## config.mk

```make
export PLATFORM = sky130hd
export DESIGN_NAME = f2h_narrow
export DESIGN_NICKNAME = d
export VERILOG_FILES = /design/src/rtl/f2h_pkg.sv /design/src/rtl/f2h_rne.sv /design/src/rtl/f2h_datapath.sv /design/src/rtl/f2h_ctrl.sv /design/src/rtl/f2h_narrow.sv
export SDC_FILE = /design/constraint.sdc
export NUM_CORES = 1
export LEC_CHECK = 0
export ABC_AREA = 1
export BUFFER_PORTS_ARGS = -buffer_cell sky130_fd_sc_hd__clkbuf_2
export CORE_ASPECT_RATIO = 0.8
export CORE_MARGIN = 2
export CORE_UTILIZATION = 39
export DETAILED_ROUTE_END_ITERATION = 8
export SYNTH_ARGS = -nofsm -noshare
export SYNTH_HDL_FRONTEND = slang
export SYNTH_SLANG_ARGS = --single-unit
```

## constraint.sdc

```tcl
create_clock -name clk -period 15.6 [get_ports clk]
set_input_delay 1.56 -clock clk [delete_from_list [all_inputs] [get_ports clk]]
set_output_delay 1.56 -clock clk [all_outputs]
set_load 0.1 [all_outputs]
```

## src/rtl/f2h_pkg.sv

```systemverilog
`timescale 1ns/1ps
package f2h_pkg;
  localparam int SRC_W     = 32;
  localparam int SRC_EXP_W = 8;
  localparam int SRC_MAN_W = 23;
  localparam int DST_W     = 16;
  localparam int DST_EXP_W = 5;
  localparam int DST_MAN_W = 10;

  localparam int SRC_BIAS  = 2 ** (SRC_EXP_W - 1) - 1;
  localparam int DST_BIAS  = 2 ** (DST_EXP_W - 1) - 1;
  // lowest single exponent that still maps onto a normal half exponent
  localparam int EXP_FLOOR = SRC_BIAS - DST_BIAS + 1;
  localparam int DROP_BITS = SRC_MAN_W - DST_MAN_W;
  localparam int SIG_W     = SRC_MAN_W + 1;
  // beyond this shift every significand rounds to zero
  localparam int MAX_SHIFT = SIG_W + 1;
  localparam int MAX_GAP   = MAX_SHIFT - DROP_BITS;
  localparam int SHIFT_W   = $clog2(MAX_SHIFT + 1);
  localparam int Q_W       = DST_MAN_W + 2;
  localparam int CODE_W    = SRC_EXP_W + DST_MAN_W + 1;
  localparam int ALT_TOP_EXP = SRC_BIAS + (2 ** DST_EXP_W - 1) - DST_BIAS;

  localparam logic [SRC_W-2:0] ALT_CLAMP_MAG =
    {SRC_EXP_W'(ALT_TOP_EXP), {DST_MAN_W{1'b1}}, {DROP_BITS{1'b0}}};
  localparam logic [DST_W-2:0] INF_CODE  = {{DST_EXP_W{1'b1}}, {DST_MAN_W{1'b0}}};
  localparam logic [DST_W-2:0] QNAN_CODE = {{DST_EXP_W{1'b1}}, 1'b1, {(DST_MAN_W-1){1'b0}}};

  typedef enum logic {MODE_STD = 1'b0, MODE_ALT = 1'b1} f2h_mode_e;

  typedef struct packed {
    logic load;
    logic clear;
  } f2h_strobe_t;
endpackage

```

## src/rtl/f2h_rne.sv

```systemverilog
`timescale 1ns/1ps
module f2h_rne
  import f2h_pkg::*;
(
  input  logic [SIG_W-1:0]   sig,
  input  logic [SHIFT_W-1:0] shiftAmt,
  output logic [Q_W-1:0]     rounded
);
  logic [SIG_W-1:0] kept;
  logic [SIG_W-1:0] dropMask;
  logic [SIG_W-1:0] halfPt;
  logic             guardBit;
  logic             stickyBit;
  logic             bumpUp;

  always_comb begin
    kept      = sig >> shiftAmt;
    dropMask  = ~({SIG_W{1'b1}} << shiftAmt);
    halfPt    = SIG_W'(1) << (shiftAmt - SHIFT_W'(1));
    guardBit  = |(sig & halfPt);
    stickyBit = |(sig & dropMask & ~halfPt);
    bumpUp    = guardBit & (stickyBit | kept[0]);
    rounded   = Q_W'(kept) + Q_W'(bumpUp);
  end
endmodule

```

## src/rtl/f2h_datapath.sv

```systemverilog
`timescale 1ns/1ps
module f2h_datapath
  import f2h_pkg::*;
#(
  parameter bit REG_OUT = 1'b1
) (
  input  logic              clk,
  input  f2h_strobe_t       strobe,
  input  logic              modeAlt,
  input  logic [SRC_W-1:0]  inBits,
  output logic [DST_W-1:0]  outBits
);
  logic                 sgn;
  logic [SRC_W-2:0]     rawMag;
  logic [SRC_W-2:0]     mag;
  logic [SRC_EXP_W-1:0] expF;
  logic [SRC_MAN_W-1:0] manF;
  logic                 isSpecial;
  logic                 belowFloor;
  logic [SRC_EXP_W-1:0] gap;
  logic [SIG_W-1:0]     sig;
  logic [SHIFT_W-1:0]   shiftAmt;
  logic [Q_W-1:0]       rounded;
  logic [CODE_W-1:0]    expOff;
  logic [CODE_W-1:0]    code;
  logic                 overflow;
  logic [DST_W-1:0]     result;
  f2h_mode_e            mode;

  always_comb begin
    mode   = f2h_mode_e'(modeAlt);
    sgn    = inBits[SRC_W-1];
    rawMag = inBits[SRC_W-2:0];
    mag    = (mode == MODE_ALT && rawMag > ALT_CLAMP_MAG) ? ALT_CLAMP_MAG : rawMag;
    expF   = mag[SRC_W-2 -: SRC_EXP_W];
    manF   = mag[SRC_MAN_W-1:0];
    isSpecial  = (mode == MODE_STD) && (expF == {SRC_EXP_W{1'b1}});
    belowFloor = expF < SRC_EXP_W'(EXP_FLOOR);
    gap        = SRC_EXP_W'(EXP_FLOOR) - expF;
    sig        = (expF == '0) ? '0 : {1'b1, manF};
    if (!belowFloor)
      shiftAmt = SHIFT_W'(DROP_BITS);
    else if (gap > SRC_EXP_W'(MAX_GAP))
      shiftAmt = SHIFT_W'(MAX_SHIFT);
    else
      shiftAmt = SHIFT_W'(DROP_BITS) + SHIFT_W'(gap);
  end

  f2h_rne u_rne (
    .sig      (sig),
    .shiftAmt (shiftAmt),
    .rounded  (rounded)
  );

  always_comb begin
    expOff   = CODE_W'(expF) - CODE_W'(EXP_FLOOR);
    code     = belowFloor ? CODE_W'(rounded) : (expOff << DST_MAN_W) + CODE_W'(rounded);
    overflow = (mode == MODE_STD) && (code >= CODE_W'(INF_CODE));
    if (isSpecial)
      result = {sgn, (manF != '0) ? QNAN_CODE : INF_CODE};
    else if (overflow)
      result = {sgn, INF_CODE};
    else
      result = {sgn, code[DST_W-2:0]};
  end

  generate
    if (REG_OUT) begin : g_reg
      logic [DST_W-1:0] resQ;
      always_ff @(posedge clk) begin
        if (strobe.clear)     resQ <= '0;
        else if (strobe.load) resQ <= result;
      end
      assign outBits = resQ;
    end else begin : g_comb
      assign outBits = result;
    end
  endgenerate
endmodule

```

## src/rtl/f2h_ctrl.sv

```systemverilog
`timescale 1ns/1ps
module f2h_ctrl
  import f2h_pkg::*;
#(
  parameter bit REG_OUT = 1'b1
) (
  input  logic        clk,
  input  logic        rst,
  input  logic        inValid,
  output f2h_strobe_t strobe,
  output logic        outValid
);
  always_comb begin
    strobe.clear = rst;
    strobe.load  = inValid & ~rst;
  end

  generate
    if (REG_OUT) begin : g_reg
      logic validQ;
      always_ff @(posedge clk) begin
        if (strobe.clear) validQ <= 1'b0;
        else              validQ <= inValid;
      end
      assign outValid = validQ;
    end else begin : g_comb
      assign outValid = inValid;
    end
  endgenerate
endmodule

```

## src/rtl/f2h_narrow.sv

```systemverilog
`timescale 1ns/1ps
module f2h_narrow
  import f2h_pkg::*;
#(
  parameter bit REG_OUT = 1'b1
) (
  input  logic        clk,
  input  logic        rst,
  input  logic        inValid,
  input  logic        modeAlt,
  input  logic [31:0] inBits,
  output logic        outValid,
  output logic [15:0] outBits
);
  f2h_strobe_t strobe;

  f2h_ctrl #(.REG_OUT(REG_OUT)) u_ctrl (
    .clk      (clk),
    .rst      (rst),
    .inValid  (inValid),
    .strobe   (strobe),
    .outValid (outValid)
  );

  f2h_datapath #(.REG_OUT(REG_OUT)) u_dp (
    .clk     (clk),
    .strobe  (strobe),
    .modeAlt (modeAlt),
    .inBits  (inBits),
    .outBits (outBits)
  );
endmodule

```

After elaboration in Yosys (flattened, before gate mapping)
Index checks and enable logic that the tools add are counted.

Add/subtract/negate cells: 6. Shifts and indexed selects: 3. Reduce and logical (&&, ||, !) cells: 7. Multiplexer cells: 8. Bitwise operators: 10. Equality and inequality tests: 1. Magnitude comparators: 4.

Operator list (count): AND 24 bit (3); inverter 24 bit (2); OR reduction 24 bit (2); greater-than comparator 31 bit (second input constant) (1); 2-to-1 mux 31 bit (1); 2-to-1 mux 15 bit (2); 2-to-1 mux 24 bit (1); << shifter 1 x 5 -> 24 bit (first input constant) (1); << shifter 24 x 5 -> 24 bit (first input constant) (1); right shift 24 x 5 -> 12 bit (1); nonzero test 23 bit (1); adder 19 x 12 -> 19 bit (1); greater-or-equal comparator 19 x 15 -> 1 bit (second input constant) (1); 2-to-1 mux 19 bit (1); adder 12 x 1 -> 12 bit (1); 2-to-1 mux 10 bit (1); 2-to-1 mux 5 bit (2); subtractor 8 x 7 -> 9 bit (second input constant) (1); == test 8 bit (second input constant) (1); greater-than comparator 8 x 4 -> 1 bit (second input constant) (1); logical NOT 8 bit (1); less-than comparator 8 x 7 -> 1 bit (second input constant) (1); subtractor 7 x 8 -> 8 bit (first input constant) (1); adder 4 x 5 -> 5 bit (first input constant) (1); 5 further kinds (9).

Flip-flop bits (word level): 17. Input bits: 36. Output and inout bits: 17.

Longest topological paths before layout
Word-level depth: 21. Mapped depth: 56. Gate-level depth less buffers: 54.

Cells and area by module
Synthesis repeated with hierarchy kept, for this count alone.

Cells, all modules: 836. Area, all modules: 4394.2 um^2.

By module, submodules not included: f2h_rne (cells an instance 486, seq. area each 0.0 um^2, instances 1, area each 2344.7 um^2); f2h_datapath (cells an instance 345, seq. area each 320.3 um^2, instances 1, area each 2010.7 um^2); f2h_ctrl (cells an instance 5, seq. area each 20.0 um^2, instances 1, area each 38.8 um^2).

Worst setup path before layout
No wires, ideal clock.

Kind: input port to flip-flop. Start: input port inBits[8]. End: register u_dp.g_reg.resQ[8], in the netlist u_dp.outBits[8]. Arrival: 7375 ps. Buffers on the path: 4. Library setup time: 138 ps. Required time: 15462 ps. Stages: 50. Setup slack: 8087 ps. Cells stage by stage: nor3_1 > nand2_1 > nor2_1 > nand2_1 > nand3_4 > buf_2 > inv_2 > buf_2 > nor2_1 > inv_1 > ha_1 > inv_1 > a21oi_1 > nand2_2 > nand3_4 > nor2_8 > nand2_2 > nand2_4 > [... 14 more ...] > nand2_1 > inv_1 > ha_1 > inv_1 > fa_1 > nor2_1 > inv_1 > nor2_1 > inv_1 > a21oi_1 > o21ai_0 > nor4_1 > nand2_1 > nand2_2 > nand2_4 > buf_12 > nand2_2 > a21oi_2.

Longest elaborated chain between the ends: 21. Elaborated cells between the ends (all ways): 34. Classes of those cells: 6 x add/sub; 4 x order compare; 1 x eq/ne; 3 x shift; 7 x mux; 7 x bitwise; 6 x reduce/logical.

RTL lines: from (decl) (line f2h_narrow.sv:11) `input logic [31:0] inBits,`; greater-than comparator 31 bit (line f2h_datapath.sv:34) `mag = (mode == MODE_ALT && rawMag > ALT_CLAMP_MAG) ? ALT_CLAMP_MAG : rawMag;`; logical AND 1 bit (line f2h_datapath.sv:34); 2-to-1 mux 31 bit * (line f2h_datapath.sv:34); subtractor 7 x 8 -> 8 bit (line f2h_datapath.sv:39) `gap = SRC_EXP_W'(EXP_FLOOR) - expF;`; greater-than comparator 8 x 4 -> 1 bit or adder 4 x 5 -> 5 bit (tied branches) (line f2h_datapath.sv:43, f2h_datapath.sv:46); 2-to-1 mux 5 bit (line f2h_datapath.sv:43) `else if (gap > SRC_EXP_W'(MAX_GAP))`; 2-to-1 mux 5 bit (line f2h_datapath.sv:41) `if (!belowFloor)`; << shifter 24 x 5 -> 24 bit or subtractor 5 x 1 -> 5 bit (tied branches) (line f2h_rne.sv:18, f2h_rne.sv:19); [... 5 more ...]; AND 1 bit (line f2h_rne.sv:22) `bumpUp = guardBit & (stickyBit | kept[0]);`; adder 12 x 1 -> 12 bit (line f2h_rne.sv:23) `rounded = Q_W'(kept) + Q_W'(bumpUp);`; adder 19 x 12 -> 19 bit (line f2h_datapath.sv:57) `code = belowFloor ? CODE_W'(rounded) : (expOff << DST_MAN_W) + CODE_W'(rounded);`; 2-to-1 mux 19 bit (line f2h_datapath.sv:57); greater-or-equal comparator 19 x 15 -> 1 bit (line f2h_datapath.sv:58) `overflow = (mode == MODE_STD) && (code >= CODE_W'(INF_CODE));`; logical AND 1 bit (line f2h_datapath.sv:58); 2-to-1 mux 15 bit (line f2h_datapath.sv:61) `else if (overflow)`; 2-to-1 mux 15 bit * (line f2h_datapath.sv:59) `if (isSpecial)`; to (signal assigned) (line f2h_datapath.sv:72) `else if (strobe.load) resQ <= result;`; to (decl) (line f2h_datapath.sv:69) `logic [DST_W-1:0] resQ;`.

Mark *: on every way between the ends. The rest lies on a longest branch, timed or not. A chain may end at the register's enable or synchronous reset.

Final worst setup path
Start: input port inBits[8]. End: register u_dp.g_reg.resQ[5], in the netlist u_dp.outBits[5].

Same word-level chain as after synthesis.

==> impl_metrics.env <==
export IMPL_status="finished, final reports clean"
export IMPL_total_leakage_power_nw=2.25
export IMPL_coreArea_um2=10200
export IMPL_clk_latency_ps=240
export IMPL_peakVddDrop_mv=0.0334
export IMPL_area_delta_synth_final_pct=7.76
export IMPL_hold_viol_final=0
export IMPL_place_congestion=1.02
export IMPL_skew_ps=0
export IMPL_drive_gt1_share_pct=20.6
export IMPL_vias=4867
export IMPL_track_usage_pct=23.8
export IMPL_cts_tree="done"
export IMPL_multiInputGateArea_um2=3180
export IMPL_ys_seq_area_share_pct=8.34
export IMPL_holdWs_ps=473
export IMPL_final_max_slew_viol_count=0
export IMPL_synth_edff_count=0
export IMPL_ys_dominant_reg_cell="dfxtp_1"
export IMPL_ctsResizeCount=0
export IMPL_startpoint_type="input port"
export IMPL_fin_ws_ps=7220
export IMPL_drc=0
export IMPL_required_ps=15720
export IMPL_n_fill_cell=1105
export IMPL_avgRoutedWirePerCell_um=14.9
export IMPL_path_clk_slew_ps=50
export IMPL_wl_met1_um=5840
export IMPL_num_antenna_cells=0
export IMPL_die_w_um=118
export IMPL_grt_pass1_wl_um=22100
export IMPL_fp_dieH_um=95.5
export IMPL_avgSynthCellArea_um2=5.68
export IMPL_die_area_um2=11300
export IMPL_routed_wl_um=13300
export IMPL_synthesis_instances=718
export IMPL_synthesis_nets=768
export IMPL_cts_num_sinks=17
export IMPL_power_density_nw_per_um2=54.1
export IMPL_cts_inserted_buffers=3
export IMPL_tightest_slew_ps=892
export IMPL_route_met2_wl_um=5700
export IMPL_fin_crit_ps=8380
export IMPL_slowest_stage="nor3_1"
export IMPL_dp_hpwl_um=10600
export IMPL_cts_buffer_depth=2
export IMPL_top_layer="met4"
export IMPL_worstSetupEndpointType="flop"
export IMPL_drtAntennaViolNets=0
export IMPL_hold_path_class="reg2reg"
export IMPL_cts_setup_buffers=0
export IMPL_overflow=0
export IMPL_pre_cts_ws_ps=7130
export IMPL_maxCapViolations=0
export IMPL_critPathBufInv=9
export IMPL_io_buffers=52
export IMPL_fin_crit_sh_pct=53.7
export IMPL_arrival_ps=8500
export IMPL_viasPerCell=5.47
export IMPL_fmax_ghz=0.119
export IMPL_rows=33
export IMPL_grt_pass1_vias=4610
export IMPL_setup_viol=0
export IMPL_ys_ff_latch=17
export IMPL_drt_iter0_markers=523
export IMPL_antenna_found_initial=0
export IMPL_cpLargestDelayFamily="simple AND/OR/NAND/NOR gates"
export IMPL_rsz0062_at_grt="false"
export IMPL_crit_path_max_fanout=25
export IMPL_totalNegativeSetupSlack_ps=0
export IMPL_grt_max_degree=27
export IMPL_htree_levels=1
export IMPL_synthesis_area_um2=4080
export IMPL_num_io_pins=53
export IMPL_drtPass1Iterations=5
export IMPL_worst_path_largest_cell_delay_ps=440
export IMPL_path_class="in2reg"
export IMPL_max_slew_margin_pct=40.3
export IMPL_final_common_cell="nand2_1"
export IMPL_fin_nets=800
export IMPL_register_area_um2=340
export IMPL_final_cell_mix="nand2_1 (202), nand3_1 (113), inv_1 (79)"
export IMPL_cts_root_buf="clkbuf_16"
export IMPL_hold_buffers=0
export IMPL_async_flop_share_pct=0
export IMPL_finalPower_mw=0.238
export IMPL_yosysWarnings=0
export IMPL_initial_core_util_pct=40.0
export IMPL_wl_met3_um=1320
export IMPL_synth_cell_types=47
worst min-delay path: cells and delay by family (launching register included):
family	cells	cell delay, ps
AND/OR/NAND/NOR	1	60
AO/OA/AOI/OAI	1	50
flip-flops	1	310
logic make-up (layout without fill, tap and decap cells):
kind of cell	after synthesis	count (layout)	synth area share, %
adders and majority gates	14	14	4.48
buffers and inverters	120	151	13.7
xor gates and xnor gates	14	14	3.01
AOI/OAI and AO/OA	72	72	10.6
DFF	17	17	8.34
and+or+nand+nor	481	481	59.9
per-stage QoR:
step           utilization (%)  cells  cell area (um^2)
2_1_floorplan                -    718              4080
3_3_place_gp              42.3    885              4320
3_5_place_dp              42.3    885              4320
4_1_cts                   43.1    889              4400
5_1_grt                   43.1    889              4400
6_report                  43.1    889              4400
flip-flops by register name, indices dropped and copies added, names as in the netlist:
register         count
u_ctrl.outValid      1
u_dp.outBits        16
area by class of cell:
class,count,share of cell area [%]
clock buffers,3,1.71
clock inverters,1,0.114
inverters,95,8.23
multi-input cells,581,72.3
flip-flops and latches,17,7.74
well taps,140,3.99
repair buffers,52,5.92
report_power, final:
group | internal [mW] | leakage (nW) | switching [mW]
combinational | 0.0377 | 2.07 | 0.102
sequential | 0.0463 | 0.140 | 0.00129
clock | 0.0343 | 0.0409 | 0.0165
Yosys cell counts (13+ instances only):
| cell | instances | area share (%) |
|---|---|---|
| inv_1 | 79 | 7.3 |
| o21ai_0 | 25 | 3.1 |
| nand3_1 | 113 | 14 |
| ha_1 | 13 | 4.0 |
| nor2_1 | 53 | 4.9 |
| inv_2 | 13 | 1.2 |
| a21oi_1 | 14 | 1.7 |
| nand3_2 | 18 | 4.4 |
| nand4_1 | 23 | 3.5 |
| dfxtp_1 | 17 | 8.3 |
| nand2_1 | 202 | 19 |
| nand2_2 | 21 | 3.2 |
final timing paths:
check | from | to | slack (ps) | cells after the start
setup / recovery | inBits[8] | u_dp.outBits[5] | 7220 | 45
hold / removal | u_dp.outBits[4] | u_dp.outBits[4] | 470 | 2
setup reg to reg | u_dp.outBits[9] | u_dp.outBits[9] | 14920 | 2
hold reg to reg | u_dp.outBits[4] | u_dp.outBits[4] | 470 | 2
routing by layer:
metal | global-route usage, % | vias to the layer above
met3 | 3.59 | 37
li1 | - | 2415
met1 | 32.3 | 2158
met2 | 39.0 | 257
met4 | 7.83 | 0
met5 | 0 | -
(Power assumes the default switching activity.)
